`config.mk`:
```
export PLATFORM = sky130hd
export DESIGN_NAME = swl_pulse_swallow
export DESIGN_NICKNAME = d
export VERILOG_FILES = /design/src/rtl/swl_pkg.sv /design/src/rtl/swl_cfg_buf.sv /design/src/rtl/swl_count_core.sv /design/src/rtl/swl_pulse_swallow.sv
export SDC_FILE = /design/constraint.sdc
export NUM_CORES = 1
export LEC_CHECK = 0
export CELL_PAD_IN_SITES_DETAIL_PLACEMENT = 1
export CELL_PAD_IN_SITES_GLOBAL_PLACEMENT = 2
export CORE_AREA = 2 2 95 97
export CTS_CLUSTER_SIZE = 12
export DETAILED_ROUTE_END_ITERATION = 10
export DIE_AREA = 0 0 97 99
export PLACE_DENSITY_LB_ADDON = 0.1
export SKIP_LAST_GASP = 1
export SLEW_MARGIN = 5
export SYNTH_ARGS = -nofsm -noshare
export SYNTH_HDL_FRONTEND = slang
export SYNTH_SLANG_ARGS = --single-unit
```
`constraint.sdc`:
```
create_clock -name clk -period 4.4 [get_ports clk]
set_input_delay 0.44 -clock clk [delete_from_list [all_inputs] [get_ports clk]]
set_output_delay 0.44 -clock clk [all_outputs]
set_load 0.02 [all_outputs]
```
`src/rtl/swl_pkg.sv`:
```
package swl_pkg;

  localparam int unsigned SWL_N_W = 11;
  localparam int unsigned SWL_A_W = 7;

  typedef struct packed {
    logic [SWL_N_W-1:0] n;
    logic [SWL_A_W-1:0] a;
    logic               sel;
  } swl_cfg_t;

  // Legal form of a written setting: N raised to the floor, A kept below N.
  function automatic swl_cfg_t swl_clamp(input logic [SWL_N_W-1:0] n,
                                         input logic [SWL_A_W-1:0] a,
                                         input logic               sel,
                                         input logic [SWL_N_W-1:0] n_floor);
    swl_cfg_t c;
    logic [SWL_N_W-1:0] a_ext;
    c.sel = sel;
    c.n   = (n < n_floor) ? n_floor : n;
    a_ext = {{(SWL_N_W-SWL_A_W){1'b0}}, a};
    c.a   = (a_ext >= c.n) ? SWL_A_W'(c.n - SWL_N_W'(1)) : a;
    return c;
  endfunction

  function automatic logic swl_is_bad(input logic [SWL_N_W-1:0] n,
                                      input logic [SWL_A_W-1:0] a,
                                      input logic [SWL_N_W-1:0] n_floor);
    logic [SWL_N_W-1:0] a_ext;
    a_ext = {{(SWL_N_W-SWL_A_W){1'b0}}, a};
    return (n < n_floor) || (a_ext >= n);
  endfunction

endpackage

```
`src/rtl/swl_cfg_buf.sv`:
```
module swl_cfg_buf
  import swl_pkg::*;
#(
  parameter int unsigned N_MIN = 3,
  parameter int unsigned N_RST = 3
) (
  input  logic     clk,
  input  logic     rst_n,
  input  logic     wr_i,
  input  swl_cfg_t wr_cfg_i,
  input  logic     reload_i,
  output swl_cfg_t next_cfg_o,
  output swl_cfg_t act_cfg_o,
  output logic     err_o
);

  localparam logic [SWL_N_W-1:0] N_FLOOR = SWL_N_W'(N_MIN);
  localparam swl_cfg_t CFG_RST = '{n: SWL_N_W'(N_RST), a: '0, sel: 1'b0};

  swl_cfg_t sh_q, sh_d, act_q, act_d;
  logic     pend_q, pend_d;
  logic     err_q, err_d;
  logic     sh_en, act_en, pend_en, err_en;

  always_comb begin
    sh_d    = sh_q;
    act_d   = act_q;
    pend_d  = pend_q;
    err_d   = err_q;
    sh_en   = 1'b0;
    act_en  = 1'b0;
    pend_en = 1'b0;
    err_en  = 1'b0;
    if (reload_i && pend_q) begin
      act_d   = sh_q;
      act_en  = 1'b1;
      pend_d  = 1'b0;
      pend_en = 1'b1;
    end
    if (wr_i) begin
      sh_d    = swl_clamp(wr_cfg_i.n, wr_cfg_i.a, wr_cfg_i.sel, N_FLOOR);
      sh_en   = 1'b1;
      pend_d  = 1'b1;
      pend_en = 1'b1;
      err_d   = swl_is_bad(wr_cfg_i.n, wr_cfg_i.a, N_FLOOR);
      err_en  = 1'b1;
    end
  end

  always_ff @(posedge clk or negedge rst_n) begin
    if (!rst_n) begin
      sh_q   <= CFG_RST;
      act_q  <= CFG_RST;
      pend_q <= 1'b0;
      err_q  <= 1'b0;
    end else begin
      if (sh_en)   sh_q   <= sh_d;
      if (act_en)  act_q  <= act_d;
      if (pend_en) pend_q <= pend_d;
      if (err_en)  err_q  <= err_d;
    end
  end

  assign next_cfg_o = pend_q ? sh_q : act_q;
  assign act_cfg_o  = act_q;
  assign err_o      = err_q;

endmodule

```
`src/rtl/swl_count_core.sv`:
```
module swl_count_core
  import swl_pkg::*;
#(
  parameter int unsigned N_RST = 3
) (
  input  logic     clk,
  input  logic     rst_n,
  input  logic     pulse_i,
  input  swl_cfg_t load_cfg_i,
  output logic     tc_o,
  output logic     mod_ctl_o,
  output logic     cmp_o
);

  logic [SWL_N_W-1:0] n_q, n_d;
  logic [SWL_A_W-1:0] a_q, a_d;
  logic               cmp_q, cmp_d;
  logic               tc;

  assign tc = pulse_i && (n_q == SWL_N_W'(1));

  always_comb begin
    n_d   = n_q;
    a_d   = a_q;
    cmp_d = tc;
    if (tc) begin
      n_d = load_cfg_i.n;
      a_d = load_cfg_i.a;
    end else if (pulse_i) begin
      n_d = n_q - SWL_N_W'(1);
      if (a_q != '0) a_d = a_q - SWL_A_W'(1);
    end
  end

  always_ff @(posedge clk or negedge rst_n) begin
    if (!rst_n) begin
      n_q   <= SWL_N_W'(N_RST);
      a_q   <= '0;
      cmp_q <= 1'b0;
    end else begin
      if (pulse_i) begin
        n_q <= n_d;
        a_q <= a_d;
      end
      cmp_q <= cmp_d;
    end
  end

  assign tc_o      = tc;
  assign mod_ctl_o = (a_q != '0);
  assign cmp_o     = cmp_q;

endmodule

```
`src/rtl/swl_pulse_swallow.sv`:
```
module swl_pulse_swallow
  import swl_pkg::*;
#(
  parameter int unsigned N_MIN = 3,
  parameter int unsigned N_RST = 3
) (
  input  logic               clk,
  input  logic               rst_n,
  input  logic               pre_pulse_i,
  input  logic               cfg_wr_i,
  input  logic [SWL_N_W-1:0] cfg_n_i,
  input  logic [SWL_A_W-1:0] cfg_a_i,
  input  logic               cfg_sel_i,
  output logic               mod_ctl_o,
  output logic               mod_sel_o,
  output logic               cmp_o,
  output logic               cfg_err_o
);

  swl_cfg_t wr_cfg, next_cfg, act_cfg;
  logic     reload;

  assign wr_cfg = '{n: cfg_n_i, a: cfg_a_i, sel: cfg_sel_i};

  swl_cfg_buf #(.N_MIN(N_MIN), .N_RST(N_RST)) u_cfg (
    .clk       (clk),
    .rst_n     (rst_n),
    .wr_i      (cfg_wr_i),
    .wr_cfg_i  (wr_cfg),
    .reload_i  (reload),
    .next_cfg_o(next_cfg),
    .act_cfg_o (act_cfg),
    .err_o     (cfg_err_o)
  );

  swl_count_core #(.N_RST(N_RST)) u_core (
    .clk       (clk),
    .rst_n     (rst_n),
    .pulse_i   (pre_pulse_i),
    .load_cfg_i(next_cfg),
    .tc_o      (reload),
    .mod_ctl_o (mod_ctl_o),
    .cmp_o     (cmp_o)
  );

  assign mod_sel_o = act_cfg.sel;

endmodule

```
# Word level (Yosys, flattened, before mapping)
# Cells that the tools add are included.
# word_totals
reg_bits	59
input_bits	23
out_inout_bits	4
word_cells	39
# classes
add_sub_neg	3
order_cmp	3
eq_ne	1
mux	11
n_reduce_logical	10
# ops
cell	n
>= comparator 7 x 11 -> 1 bit	2
two-way mux 11 bit	2
two-way mux 7 bit	3
two-way mux 19 bit	1
subtractor 7 x 1 -> 7 bit, second input constant	2
== test 11 x 1 -> 1 bit, second input constant	1
less-than comparator 11 x 2 -> 1 bit, second input constant	1
subtractor 11 x 1 -> 11 bit, second input constant	1
AND reduction 2 bit	4
nonzero test 7 bit	1
two-way mux 1 bit	5
nonzero test 2 bit	2
logical AND 1 bit	2
logical OR 1 bit	1

# Longest topological paths before layout
# depth
ltp_word	6
ltp_mapped	11
depth_no_buf	10

# Cells and area by module
# From an unflattened synthesis, not the netlist that was laid out.
# hier_totals
hier_cells	322
hier_area_um2	3439.5
# by_module_without_submodules
module	n_inst	cells_each	area_per_inst_um2
swl_cfg_buf	1	194	2253.4
swl_count_core	1	128	1186.1

# Least setup slack after synthesis
# No wires, ideal clock.
# synth_timing
path_type	input to register
from	in cfg_n_i[7]
to	reg u_cfg.sh_q[1] (netlist bit)
setup_time_ps	121
arrival_time_ps	2943
setup_slack_ps	1336
path_stages	11
path_buffers	1
cell_sequence	or4_1 -> clkbuf_1 -> nor4_2 -> nor2_1 -> inv_1 -> ha_1 -> nand2b_1 -> a211o_1 -> a211oi_1 -> o41ai_1 -> o22a_1
# synth_via
elab_chain_len	4
elab_cells_between_ends	5
classes_between	add/sub: 1; order compare: 2; mux: 2
# synth_lines
element	line	text
start, declared	swl_pulse_swallow.sv:11	input logic [SWL_N_W-1:0] cfg_n_i,
less-than comparator 11 x 2 -> 1 bit	swl_pkg.sv:20	c.n = (n < n_floor) ? n_floor : n;
two-way mux 11 bit (*)	swl_pkg.sv:20	
>= comparator 7 x 11 -> 1 bit / subtractor 7 x 1 -> 7 bit (equally long branches)	swl_pkg.sv:22	c.a = (a_ext >= c.n) ? SWL_A_W'(c.n - SWL_N_W'(1)) : a;
two-way mux 7 bit (*)	swl_pkg.sv:22	
end signal, assigned	swl_cfg_buf.sv:52	sh_q <= CFG_RST;
end signal, assigned	swl_cfg_buf.sv:57	if (sh_en) sh_q <= sh_d;
end, declared	swl_cfg_buf.sv:20	swl_cfg_t sh_q, sh_d, act_q, act_d;
# Mark *: on every way between the ends. The rest lies on a longest branch, timed or not.
# A chain may end at the register's enable or synchronous reset.

# Final worst setup path
# Same ends and word-level chain as after synthesis.

==> flow_summary_export.csv <==
group,metric,value,unit
clock_tree,cts-root-buf,"clkbuf_8",
place,gp_congestion,0.798,
place,placedCellCount,457,
die,rows,34,
grt,grt_overflow_total,0,
sta,rsz0062_at_grt,"false",
routing,ant_nets,0,
synthesis,synthSimpleGateAreaFrac,0.130,
routing,dr.pass1.iters,5,
clock_tree,clk_pin_slew,0.07,ns
place,place_ws,0.498,ns
synthesis,synth_top_cell_by_area,"dfrtp_1",
worst_setup_path,endpoint_kind,"flop",
grt,grt_pass1_vias,2642,
place,post-dp-hpwl,5930,µm
worst_setup_path,critical_path_class,"in -> reg",
synthesis,synth_xor_area_frac,0.00768,
worst_setup_path,critPathLaunchType,"input port",
routing,num_vias,2591,
place,io_buffers,26,
job,cap_violations,0,
sta,timing.hold.ws,0.256,ns
status,status,"completed",
synthesis,synth_area_leaders,"dfrtp_1 (39%), mux2_2 (8.9%), ha_1 (6.6%)",
synthesis,synth.yosys.seq_area_share,0.433,
synthesis,syn_nets,374,
cells_and_area,drive_gt1_frac,0.184,
worst_setup_path,critical_path_arrival,3.79,ns
clock_tree,ctsHoldBuffers,0,
sta,skew,0.0103,ns
cells_and_area,diodes,0,
synthesis,synthMuxAreaShare,0.136,
synthesis,ys.flop_type,"dfrtp_1",
power_and_ir_drop,p_leak,1.85,nW
cells_and_area,area_growth,16.4,%
clock_tree,cts.sink_count,59,
grt,grt_max_degree,60,
synthesis,synth_compound_area_frac,0.173,
sta,fin_crit,3.57,ns
synthesis,synth_top_cell_area_share,0.387,
worst_setup_path,cp_slowest_cell,"or4_1",
worst_setup_path,critPathMaxFanout,6,
die,die_h,99,µm
synthesis,synthDistinctLibCells,56,
clock_tree,cts_buffers,9,
sta,tns,0,ns
routing,drt_iter0_markers,98,
cells_and_area,multi_input_area,1750,µm²
cells_and_area,stdcell_count,473,
cells_and_area,regArea,1480,µm²
synthesis,synth-edff-count,0,
die,dieArea,9600,µm²
synthesis,yosys_warnings,0,
routing,wl_per_cell,17.3,µm
sta,hold_viol,0,
routing,viasPerCell,5.48,
clock_tree,h-tree-depth,3,
grt,grtUsageTotal,0.178,
sta,tightestPinTransition,0.996,ns
power_and_ir_drop,powerDensity,390,nW/µm²
grt,antenna_found_initial,0,
grt,grt_pass1_wl,13800,µm
worst_setup_path,path_cells,"clkdlybuf4s50_1, or4_1, nor4_2, nor2_1, inv_1, ha_1, nand2b_1, a211o_1, a211oi_1, o41ai_1, o22a_1",
synthesis,syn_area,3420,µm²
power_and_ir_drop,peakVddDrop,0.167,mV
worst_setup_path,crit_buf_inv,2,
sta,slew_headroom,0.330,
synthesis,syn-instance-count,333,
clock_tree,cts_setup_buffers,0,
worst_setup_path,critPathMaxStageDelay,0.68,ns
clock_tree,cts.repair.resized,0,
synthesis,synth_top_family_by_area,"compound AO/OA/AOI/OAI gates",
clock_tree,cts_tree,"yes",
die,die_w,97,µm
sta,finalSetupViolCount,0,
die,core_area,8550,µm²
clock_tree,insertion_delay,0.34,ns
sta,clock.fmax,280,MHz
die,initial_core_util,0.400,
die,pin_count,27,
sta,slew_viol_final,0,
synthesis,ys_seq_elements,59,
synthesis,syn-mean-instance-area,10.3,µm²
worst_hold_path,hold_path.class,"in -> async",
sta,setup_slack,0.833,ns
synthesis,async_flop_share,1.00,
cells_and_area,fin_nets,401,
synthesis,synth_fa_ha_area_frac,0.0658,
worst_setup_path,cp_data_required_time,4.62,ns
worst_setup_path,path_delay_family,"simple AND/OR/NAND/NOR gates",
sta,fin_crit_sh,0.811,
clock_tree,cts_buffer_depth,2,
cells_and_area,num-fill-cells,946,
routing,drc,0,
routing,drt_wl_total,8180,µm
[path summary, 6_finish.rpt]
| path | from | slack [ns] | endpoint | depth (start not counted) |
|---|---|---|---|---|
| min in group clk | u_cfg.act_cfg_o[6]$_DFFE_PN0P_ | 0.48 | u_cfg.act_cfg_o[6]$_DFFE_PN0P_ | 2 |
| min | rst_n | 0.26 | u_core.a_q[3]$_DFFE_PN0P_ | 2 |
| min reg2reg | u_cfg.act_cfg_o[6]$_DFFE_PN0P_ | 0.48 | u_cfg.act_cfg_o[6]$_DFFE_PN0P_ | 2 |
| max in group asynchronous | rst_n | 3.61 | u_cfg.sh_q[14]$_DFFE_PN0P_ | 2 |
| max reg2reg | u_core.n_q[1]$_DFFE_PN1P_ | 2.04 | u_core.a_q[5]$_DFFE_PN0P_ | 10 |
| max | cfg_n_i[7] | 0.83 | u_cfg.sh_q[1]$_DFFE_PN0P_ | 11 |
[routing by layer]
layer | vias to the layer above | wire (µm) | GRT usage
li1 | 1269 | - | -
met1 | 1282 | 4120 | 0.247
met2 | 33 | 3790 | 0.290
met3 | 7 | 197 | 0.0369
met4 | 0 | 70 | 0.0423
met5 | - | 0 | 0
[cell usage in the layout (no fill, tap or decap), types with 5 or more instances in the layout]
cell type	instances
nor2_1	16
o21ai_0	22
a22o_1	8
dfstp_2	6
nand3_1	5
mux2i_1	16
ha_1	18
mux2_2	27
clkdlybuf4s50_1	25
a211oi_1	5
inv_1	27
dfrtp_1	53
clkbuf_8	10
nand2_1	13
o22ai_1	6
buf_4	7
nor3_1	9
a21oi_1	20
[cell type report]
type | count | share of cell area
clock buffer | 10 | 0.0345
clock inverter | 6 | 0.0160
inverter | 28 | 0.0264
tap | 108 | 0.0339
multi-input combinational | 229 | 0.440
sequential | 59 | 0.372
timing repair buffer | 33 | 0.0772
[cell usage after synthesis, types with 3 or more instances]
| master | n |
|---|---|
| clkbuf_1 | 7 |
| o31ai_1 | 3 |
| o311ai_0 | 3 |
| dfstp_2 | 6 |
| nand3_1 | 5 |
| a211o_1 | 3 |
| a22o_1 | 8 |
| nand2b_1 | 4 |
| a21oi_1 | 20 |
| nand2_1 | 13 |
| or3_1 | 3 |
| mux2i_1 | 16 |
| o21ai_0 | 22 |
| a21o_1 | 4 |
| nor3_1 | 9 |
| nand4_1 | 3 |
| nor2_1 | 16 |
| inv_1 | 27 |
| buf_2 | 6 |
| mux2_2 | 27 |
| ha_1 | 18 |
| o22ai_1 | 6 |
| a22oi_1 | 4 |
| nor3b_1 | 4 |
| a211oi_1 | 5 |
| dfrtp_1 | 53 |
[power breakdown]
part           switching, mW  internal, mW
clock                  0.235         0.277
combinational          0.176         0.163
sequential            0.0840         0.621
[per-stage QoR]
stage,util,total power [mW],instance area (µm²)
3_5_place_dp,0.442,1.05,3780
2_1_floorplan,-,0.936,3420
3_3_place_gp,0.442,1.04,3780
4_1_cts,0.466,1.57,3990
6_report,0.466,1.55,3990
5_1_grt,0.466,1.66,3990
[state kept, by name, summed over array words and instances, names as in the netlist]
name             flops
u_cfg.sh_q          19
u_core.n_q          11
u_core.cmp_o         1
u_cfg.err_o          1
u_core.a_q           7
u_cfg.pend_q         1
u_cfg.act_cfg_o     19
[cells by family (layout without fill, tap and decap cells)]
family | count (synthesis) | in the layout
AND/OR/NAND/NOR | 75 | 75
multiplexers | 43 | 43
adder cells (fa/ha/maj) | 18 | 18
XOR/XNOR | 3 | 3
AO/OA/AOI/OAI | 90 | 90
buffers and inverters | 45 | 77
flip-flops | 59 | 59
Power figures use the tool's default switching activity.
